## src/rtl/ext_irq_conv_pkg.sv

```systemverilog
package ext_irq_conv_pkg;

   // Register word index (byte address divided by four)
   typedef enum logic [2:0] {
      RG_MASK  = 3'd0,
      RG_SRC   = 3'd1,
      RG_PEND  = 3'd2,
      RG_RAW   = 3'd3,
      RG_CLR   = 3'd4,
      RG_POL   = 3'd5,
      RG_SENSE = 3'd6,
      RG_SOFT  = 3'd7
   } reg_idx_e;

   localparam int unsigned IDX_W = 3;

endpackage

```

## src/rtl/eic_sync.sv

```systemverilog
module eic_sync #(
   parameter int unsigned WIDTH  = 32,
   parameter int unsigned STAGES = 2
) (
   input  logic             clk,
   input  logic             rst_n,
   input  logic [WIDTH-1:0] d_async,
   output logic [WIDTH-1:0] q_sync
);

   initial begin
      if (STAGES < 2) $error("eic_sync: STAGES must be at least 2");
      if (WIDTH < 1)  $error("eic_sync: WIDTH must be at least 1");
   end

   logic [WIDTH-1:0] stg [STAGES];

   always_ff @(posedge clk or negedge rst_n) begin
      if (!rst_n) stg[0] <= '0;
      else        stg[0] <= d_async;
   end

   for (genvar s = 1; s < STAGES; s++) begin : g_stage
      always_ff @(posedge clk or negedge rst_n) begin
         if (!rst_n) stg[s] <= '0;
         else        stg[s] <= stg[s-1];
      end
   end

   assign q_sync = stg[STAGES-1];

endmodule

```

## src/rtl/eic_chan_core.sv

```systemverilog
module eic_chan_core #(
   parameter int unsigned N_CH = 32
) (
   input  logic            clk,
   input  logic            rst_n,
   input  logic [N_CH-1:0] line_s,
   input  logic [N_CH-1:0] pol,
   input  logic [N_CH-1:0] sense,
   input  logic [N_CH-1:0] clr,
   output logic [N_CH-1:0] set_vec,
   output logic [N_CH-1:0] req_q
);

   logic [N_CH-1:0] line_d;

   always_ff @(posedge clk or negedge rst_n) begin
      if (!rst_n) line_d <= '0;
      else        line_d <= line_s;
   end

   for (genvar n = 0; n < N_CH; n++) begin : g_ch
      logic active_lvl;
      logic rise_evt;
      logic fall_evt;
      logic edge_evt;

      assign active_lvl = pol[n] ? line_s[n] : ~line_s[n];
      assign rise_evt   = line_s[n] & ~line_d[n];
      assign fall_evt   = ~line_s[n] & line_d[n];
      assign edge_evt   = pol[n] ? rise_evt : fall_evt;
      assign set_vec[n] = sense[n] ? edge_evt : active_lvl;

      // a new event dominates a clear in the same cycle
      always_ff @(posedge clk or negedge rst_n) begin
         if (!rst_n)          req_q[n] <= 1'b0;
         else if (set_vec[n]) req_q[n] <= 1'b1;
         else if (clr[n])     req_q[n] <= 1'b0;
      end
   end

endmodule

```

## src/rtl/eic_regs.sv

```systemverilog
module eic_regs
   import ext_irq_conv_pkg::*;
#(
   parameter int unsigned N_CH   = 32,
   parameter int unsigned DATA_W = 32,
   parameter int unsigned ADDR_W = 5
) (
   input  logic              clk,
   input  logic              rst_n,
   input  logic              bus_wr,
   input  logic [ADDR_W-1:0] bus_addr,
   input  logic [DATA_W-1:0] bus_wdata,
   output logic [DATA_W-1:0] bus_rdata,
   input  logic [N_CH-1:0]   req_q,
   output logic [N_CH-1:0]   mask_q,
   output logic [N_CH-1:0]   pol_q,
   output logic [N_CH-1:0]   sense_q,
   output logic [N_CH-1:0]   clr_vec
);

   initial begin
      if (ADDR_W < IDX_W + 2) $error("eic_regs: ADDR_W too small for the register window");
      if (N_CH > DATA_W)      $error("eic_regs: N_CH exceeds DATA_W");
   end

   reg_idx_e        idx;
   logic [N_CH-1:0] wbits;
   logic [N_CH-1:0] src_q;
   logic [N_CH-1:0] soft_q;

   assign idx   = reg_idx_e'(bus_addr[IDX_W+1:2]);
   assign wbits = bus_wdata[N_CH-1:0];

   always_ff @(posedge clk or negedge rst_n) begin
      if (!rst_n) begin
         mask_q  <= '1;
         pol_q   <= '1;
         sense_q <= '0;
         src_q   <= '0;
         soft_q  <= '0;
      end else if (bus_wr) begin
         case (idx)
            RG_MASK:  mask_q  <= wbits;
            RG_SRC:   src_q   <= wbits;
            RG_POL:   pol_q   <= wbits;
            RG_SENSE: sense_q <= wbits;
            RG_SOFT:  soft_q  <= wbits;
            default:  ;
         endcase
      end
   end

   assign clr_vec = (bus_wr && idx == RG_CLR) ? wbits : '0;

   always_comb begin
      bus_rdata = '0;
      case (idx)
         RG_MASK:  bus_rdata[N_CH-1:0] = mask_q;
         RG_SRC:   bus_rdata[N_CH-1:0] = src_q;
         RG_PEND:  bus_rdata[N_CH-1:0] = req_q & ~mask_q;
         RG_RAW:   bus_rdata[N_CH-1:0] = req_q;
         RG_POL:   bus_rdata[N_CH-1:0] = pol_q;
         RG_SENSE: bus_rdata[N_CH-1:0] = sense_q;
         RG_SOFT:  bus_rdata[N_CH-1:0] = soft_q;
         default:  bus_rdata = '0;
      endcase
   end

endmodule

```

## src/rtl/ext_irq_conv.sv

```systemverilog
module ext_irq_conv #(
   parameter int unsigned N_CH        = 32,
   parameter int unsigned DATA_W      = 32,
   parameter int unsigned ADDR_W      = 5,
   parameter int unsigned SYNC_STAGES = 2
) (
   input  logic              clk,
   input  logic              rst_n,
   input  logic              bus_wr,
   input  logic [ADDR_W-1:0] bus_addr,
   input  logic [DATA_W-1:0] bus_wdata,
   output logic [DATA_W-1:0] bus_rdata,
   input  logic [N_CH-1:0]   irq_in,
   output logic [N_CH-1:0]   irq_out
);

   initial begin
      if (N_CH < 1 || N_CH > DATA_W) $error("ext_irq_conv: N_CH out of range");
   end

   logic [N_CH-1:0] line_s;
   logic [N_CH-1:0] mask_q;
   logic [N_CH-1:0] pol_q;
   logic [N_CH-1:0] sense_q;
   logic [N_CH-1:0] clr_vec;
   logic [N_CH-1:0] set_vec;
   logic [N_CH-1:0] req_q;

   eic_sync #(.WIDTH(N_CH), .STAGES(SYNC_STAGES)) u_sync (
      .clk     (clk),
      .rst_n   (rst_n),
      .d_async (irq_in),
      .q_sync  (line_s)
   );

   eic_chan_core #(.N_CH(N_CH)) u_core (
      .clk     (clk),
      .rst_n   (rst_n),
      .line_s  (line_s),
      .pol     (pol_q),
      .sense   (sense_q),
      .clr     (clr_vec),
      .set_vec (set_vec),
      .req_q   (req_q)
   );

   eic_regs #(.N_CH(N_CH), .DATA_W(DATA_W), .ADDR_W(ADDR_W)) u_regs (
      .clk       (clk),
      .rst_n     (rst_n),
      .bus_wr    (bus_wr),
      .bus_addr  (bus_addr),
      .bus_wdata (bus_wdata),
      .bus_rdata (bus_rdata),
      .req_q     (req_q),
      .mask_q    (mask_q),
      .pol_q     (pol_q),
      .sense_q   (sense_q),
      .clr_vec   (clr_vec)
   );

   assign irq_out = req_q & ~mask_q;

endmodule

```

## config.mk

```make
export PLATFORM = sky130hd
export DESIGN_NAME = ext_irq_conv
export DESIGN_NICKNAME = d
export VERILOG_FILES = /design/src/rtl/ext_irq_conv_pkg.sv /design/src/rtl/eic_sync.sv /design/src/rtl/eic_chan_core.sv /design/src/rtl/eic_regs.sv /design/src/rtl/ext_irq_conv.sv
export SDC_FILE = /design/constraint.sdc
export NUM_CORES = 1
export LEC_CHECK = 0
export BUFFER_PORTS_ARGS = -buffer_cell sky130_fd_sc_hd__buf_2
export CORE_MARGIN = 2
export CORE_UTILIZATION = 50
export DETAILED_ROUTE_END_ITERATION = 10
export HOLD_SLACK_MARGIN = 0.1
export PLACE_DENSITY_LB_ADDON = 0.15
export SETUP_SLACK_MARGIN = 0.5
export SLEW_MARGIN = 20
export SYNTH_ARGS = -nofsm -noshare
export SYNTH_HDL_FRONTEND = slang
export SYNTH_SLANG_ARGS = --single-unit
```

## constraint.sdc

```tcl
create_clock -name clk -period 2.2 [get_ports clk]
set_input_delay 0.44 -clock clk [delete_from_list [all_inputs] [get_ports clk]]
set_output_delay 0.44 -clock clk [all_outputs]
set_load 0.005 [all_outputs]
```

==> results_dict.tcl, run 1 <==
set metrics [dict create \
    status "finished with violations" \
    failed_checks "setup timing" \
    leakagePower_nw 6.985 \
    cts_buffers 31 \
    min_path_type "primary input to flip-flop" \
    netlist_area_um2 12660 \
    clock_latency_ns 0.54 \
    p_per_area_nw_per_um2 947.4 \
    postRouteAntennaNets 0 \
    rsz0062_at_grt "true" \
    worstPathRequired_ns 1.76 \
    drive_above_1_share_pct 46.51 \
    dp.cells 1406 \
    yosysSeqAreaShare_pct 57.57 \
    grt_pass1_wl_um 45110 \
    syn_area_per_cell_um2 13.16 \
    relSlewSlack_pct 68.20 \
    synth_common_cells "dfrtp_1 (224), mux2_2 (187), nand2_1 (65)" \
    htreeDepth 1 \
    syn_to_final_growth_pct 26.94 \
    setup_ws_ns -0.07751 \
    worstPathMaxFanout 2 \
    die_y_um 163.1 \
    final_max_slew_viol_count 0 \
    synth_enable_flop_cells 0 \
    final-setup-viol-count 1 \
    clk_path_buf_depth 3 \
    core-area_um2 25040 \
    yosysTopAreaCell "dfrtp_1" \
    finish.net_count 1267 \
    layout_min_cycle_time_ns 2.278 \
    antenna_found_initial 2 \
    grt_max_degree 58 \
    die-area_um2 26600 \
    worstSetupPathType "flip-flop to primary output" \
    cp.arrival_ns 1.84 \
    synth_top_area_share_pct 44.29 \
    port_buffers 133 \
    dr.pass1.iters 4 \
    gp_congestion 0.7689 \
    grt_overflow 0 \
    synth_nets 1034 \
    root_buffer "clkbuf_16" \
    fmax_mhz 439.1 \
    maxCapViolCount 0 \
    ys_types 30 \
    worst_pin_slew_ns 0.4771 \
    drtIter0Drc 322 \
    fin_util_pct 64.17 \
    cts.sink_count 288 \
    via_count 8223 \
    final_cells 1551 \
    via_per_inst 5.302 \
    dieWidth_um 163.1 \
    synth_area_leaders "dfrtp_1 (44%), mux2_2 (17%), dfstp_2 (13%), a31oi_1 (3.1%), mux2i_1 (2.6%)" \
    syn_inst 962 \
    io_pins 136 \
    start_util_pct 50.55 \
    finalHoldViolations 0 \
    clk_pin_slew_ns 0.06 \
    first_global_vias 8554 \
    cts_tree "done" \
    critPathLaunchType "flip-flop" \
    dpl.hpwl_um 16920 \
    synth-seq-cells 288 \
    fin_crit_sh_pct 103.5 \
    ys_warn_count 0 \
    drt-total-wl_um 27610 \
    vdd_drop_max_mv 0.6103 \
    grt_usage_pct 21.17 \
    wire_per_inst_um 17.80 \
    cp-end-kind "primary output" \
    finalClockSkew_ns 0.005636 \
    async_flop_share_pct 100.0 \
    rows 58 \
    yosysMostFrequentCell "dfrtp_1" \
    drcViolationCount 0 \
    ys.flop_type "dfrtp_1" \
]
[state kept, by name (all words and copies together), names as in the netlist]
name            cells
u_regs.mask_q      32
u_core.req_q       32
u_sync.stg         32
u_regs.sense_q     32
u_sync.q_sync      32
u_regs.soft_q      32
u_regs.pol_q       32
u_regs.src_q       32
u_core.line_d      32
[cell type report]
class | count | area [um2]
tap | 330 | 412.9
sequential | 288 | 7287
timing repair buffer | 257 | 2013
clock buffer | 40 | 889.6
clock inverter | 17 | 166.4
antenna | 2 | 5.005
multi-input combinational | 617 | 5293
fill | 1949 | 8970
[cell usage in the layout, fill, tap and decap left out, types with 2 or more instances in the layout]
cell type      netlist  layout
buf_6                3      31
xnor2_1             32      32
a21oi_1             33      32
a31oi_1             62      49
buf_12               0      16
o21a_1              31      31
nand2b_1            32      32
dfstp_2             64      64
buf_4               14      47
xor2_1              32      32
clkbuf_8             0       8
nor2b_4              0      16
a21o_1              32      32
nor2b_1             33      16
nand2_1             65      65
buf_2               23     129
dfrtp_1            224     224
mux2i_1             33      33
mux2_2             187     187
a31oi_2              0      12
nand3b_1            31      31
mux2_1               4       4
clkbuf_16            0      31
dlygate4sd3_1        0      33
bufinv_16            0       3
clkinv_2             0      12
diode_2              0       2
[worst max-delay path, cell delays in order, from the launching register on]
cell,delay [ns]
dfstp_2,0.53
or3b_4,0.37
a21oi_2,0.12
a211o_1,0.15
buf_2,0.13
[power breakdown]
group	internal, W	leakage, nW	switching, W
combinational	0.00186	3.22	0.00130
clock	0.00318	0.534	0.00208
sequential	0.00628	3.23	0.000523
[per-layer routing]
metal / vias up / part of all wire (%) / routed length (um) / track usage [%]
met2: 147 / 49 / 13620 / 36.13
met1: 4178 / 45 / 12410 / 28.99
met4: 0 / 1.2 / 342 / 3.741
li1: 3870 / - / - / -
met5: - / 0 / 0 / 0
met3: 28 / 4.5 / 1233 / 3.479
[metrics by stage]
stage               hold slack, ns  TNS (ns)  instance area [um2]  power (W)  setup slack [ns]
CTS                         0.1720   -0.1091                15980    0.01530           -0.1091
finish                      0.1918  -0.07751                16070    0.01522          -0.07751
global placement            0.3316         0                13940   0.009353            0.1089
detailed placement          0.3358         0                13940   0.009441           0.09894
floorplan                   0.1444         0                12740   0.008523            0.4896
global route                0.1941   -0.1185                16060    0.01603           -0.1185
[repair_timing]
action | CTS | global route
buffers inserted | 52 | 1
endpoints found under the hold margin | 69 | 0
hold buffers | 33 | 0
endpoints found under the setup margin | 64 | 64
pin swaps | 2 | 2
gates resized for setup | 62 | 16
[worst paths after layout]
kind	end	slack (ns)	from	depth (start not counted)
max	bus_rdata[30]	-0.08	u_regs.mask_q[30]$_DFFE_PN1P_	4
min	u_regs.mask_q[30]$_DFFE_PN1P_	0.19	bus_wdata[30]	2
max reg2reg	u_core.req_q[9]$_DFFE_PN0P_	1.04	u_regs.pol_q[9]$_DFFE_PN1P_	4
min reg2reg	u_sync.q_sync[0]$_DFF_PN0_	0.35	u_sync.stg[32]$_DFF_PN0_	0
max in group asynchronous	u_regs.pol_q[1]$_DFFE_PN1P_	1.01	rst_n	3
min in group asynchronous	u_regs.sense_q[8]$_DFFE_PN0P_	0.44	rst_n	2
[kinds of logic after synthesis]
family	count (synthesis)	share of synthesized area, %
flops	288	57.57
buf+inv	57	2.511
mux	224	19.60
xor+xnor	64	4.429
simple gates	170	7.710
compound gates	159	8.175
Power figures use the tool's default switching activity.
==> run 2: changes to the inputs <==
--- a/config.mk
+++ b/config.mk
@@ -7,7 +7,8 @@
 export LEC_CHECK = 0
 export BUFFER_PORTS_ARGS = -buffer_cell sky130_fd_sc_hd__buf_2
 export CORE_MARGIN = 2
-export CORE_UTILIZATION = 50
+export CORE_UTILIZATION = 30
+export CTS_CLUSTER_DIAMETER = 100
 export DETAILED_ROUTE_END_ITERATION = 10
 export HOLD_SLACK_MARGIN = 0.1
 export PLACE_DENSITY_LB_ADDON = 0.15
==> run 2 against run 1 <==
  * The run still ends with setup timing left
  * Combinational power up 3%
  * Sequential power about the same
  * Clock skew up 0.013 ns
  * Via count up 0.11%
  * Count of clock-buffer cells in the layout up 16
  * Hold slack better by 0.030 ns
  * Die area up 65%
  * Total power up 5.0%
  * Final cell count up 14%
  * Utilization down 24 points
  * Largest power group unchanged
==> results_dict.tcl, run 2 (same netlist as run 1, synthesis figures left out) <==
set metrics [dict create \
    clk_pin_slew_ns 0.05 \
    gr-usage-met2_pct 24.26 \
    start_util_pct 30.31 \
    failed_checks "setup timing" \
    min-delay-start "bus_wdata[22]" \
    cp-endpoint "bus_rdata[30]" \
    clk_path_buf_depth 3 \
    final_cell_mix "dfrtp_1 (224), mux2_2 (187), buf_2 (127)" \
    multi_input_area_um2 5353 \
    reg2reg_depth 4 \
    slowest_stage "dfstp_2" \
    critPathLaunchType "flip-flop" \
    vdd_drop_max_mv 0.5704 \
    final_area_um2 16610 \
    root_buffer "clkbuf_16" \
    p_per_area_nw_per_um2 962.7 \
    grt_pass1_wl_um 51120 \
    cp.arrival_ns 1.85 \
    grt_overflow 0 \
    status "finished with violations" \
    fmax_mhz 437.6 \
    slowest_delay_ns 0.52 \
    regArea_um2 7287 \
    syn_to_final_growth_pct 31.21 \
    critical_path.top_delay_family "flip-flops" \
    relSlewSlack_pct 74.34 \
    fin_crit_sh_pct 103.9 \
    crit_buf_inv 1 \
    cts_tree "done" \
    cts.sink_count 288 \
    grtUsageMet3_pct 2.963 \
    grtUsageMet1_pct 20.00 \
    first_global_vias 8718 \
    crit_start "u_regs.mask_q[30]$_DFFE_PN1P_" \
    grt_max_degree 70 \
    port_buffers 133 \
    io_pins 136 \
    drtIter0Drc 360 \
    via_per_inst 4.643 \
    drt-total-wl_um 31690 \
    cts_buffers 36 \
    postRouteAntennaNets 0 \
    clock_latency_ns 0.54 \
    fillCellCount 4049 \
    final_common_cell "dfrtp_1" \
    p_total_w 0.01599 \
    finish.net_count 1276 \
    layout_min_cycle_time_ns 2.285 \
    die_y_um 209.4 \
    min_path_type "primary input to flip-flop" \
    core-area_um2 41760 \
    dpl.hpwl_um 19230 \
    final.setup.tns_ns -0.08507 \
    final-setup-viol-count 1 \
    ff2ff_setup_slack_ns 1.08 \
    worstSetupPathType "flip-flop to primary output" \
    worstReg2RegEnd "u_core.req_q[15]$_DFFE_PN0P_" \
    worstPathMaxFanout 2 \
    gp_congestion 0.7214 \
    drcViolationCount 0 \
    setup_ws_ns -0.08507 \
    worst_pin_slew_ns 0.3849 \
    leakagePower_nw 7.138 \
    worst-path-stages 4 \
    via_count 8232 \
    rsz0062_at_grt "true" \
    dr.pass1.iters 5 \
    finalHoldViolations 0 \
    htreeDepth 2 \
    worstPathRequired_ns 1.76 \
    busiest_layer "met2" \
    wire_per_inst_um 17.88 \
    path_cells "or3b_4 > a21oi_2 > a211o_1 > buf_2" \
    finalClockSkew_ns 0.01827 \
    fin_util_pct 39.77 \
    grt_usage_pct 14.95 \
    die-area_um2 43850 \
    placed_cell_area_um2 14250 \
    r2r-start "u_regs.pol_q[15]$_DFFE_PN1P_" \
    antenna_found_initial 4 \
    rows 75 \
    drive_above_1_share_pct 46.79 \
    cp-end-kind "primary output" \
    final_max_slew_viol_count 0 \
    dieWidth_um 209.4 \
    maxCapViolCount 0 \
]
-- run 2: cell count changes in the layout (fill, tap and decap cells not counted), moves of 4 or more --
cell       previous run  this run
clkbuf_16            31        38
nor2b_4              16        20
nor2b_1              16        12
clkbuf_1              1        10
clkinv_2             12         6
-- run 2: layout make-up --
type / instances / share of cell area [%]
Antenna cell: 3 / 0.04520
Timing Repair Buffer: 261 / 12.53
Sequential cell: 288 / 43.88
Clock inverter: 9 / 0.6404
Tap cell: 539 / 4.061
Clock buffer: 56 / 6.615
Multi-Input combinational cell: 617 / 32.23
-- run 2: repair_timing --
item / 4_1_cts / 5_1_grt
hold endpoints to repair: 55 / 0
cloned: 0 / 0
pin swaps: 6 / 3
buffers inserted: 50 / 5
hold buffers: 33 / 0
endpoints found under the setup margin: 64 / 64
resized for setup: 78 / 13
-- run 2: per-layer routing --
| metal | vias up | part of all wire [%] |
|---|---|---|
| met4 | 2 | 2.2 |
| met3 | 45 | 4.2 |
| met1 | 4159 | 47 |
| met5 | - | 0.022 |
| li1 | 3882 | - |
| met2 | 144 | 47 |
-- run 2: metrics by stage --
step                      instances  hold slack (ns)  setup WS (ns)
after CTS                      1765           0.1753        -0.1472
after global routing           1772           0.1979        -0.1345
after floorplan                 962           0.1444         0.4896
after global placement         1617           0.3288        0.05452
after detailed placement       1617           0.3335        0.07939
final                          1773           0.2213       -0.08507
-- run 2: how the worst min path moves through the flow --
stage	to	slack [ns]	cells past startpoint
floorplan	u_core.line_d[0]$_DFF_PN0_	0.14	0
global placement	u_sync.stg[33]$_DFF_PN0_	0.33	1
detailed placement	u_sync.stg[33]$_DFF_PN0_	0.33	1
CTS	u_regs.sense_q[22]$_DFFE_PN0P_	0.18	2
global route	u_regs.mask_q[22]$_DFFE_PN1P_	0.20	2
finish	u_regs.pol_q[22]$_DFFE_PN1P_	0.22	2
-- run 2: power breakdown --
group	total [W]	internal, W	switching [W]	leakage, nW
Clock	0.00595	0.00367	0.00228	0.596
Sequential	0.00680	0.00628	0.000514	3.23
Combinational	0.00324	0.00190	0.00134	3.31
Total	0.0160	0.0119	0.00413	7.14
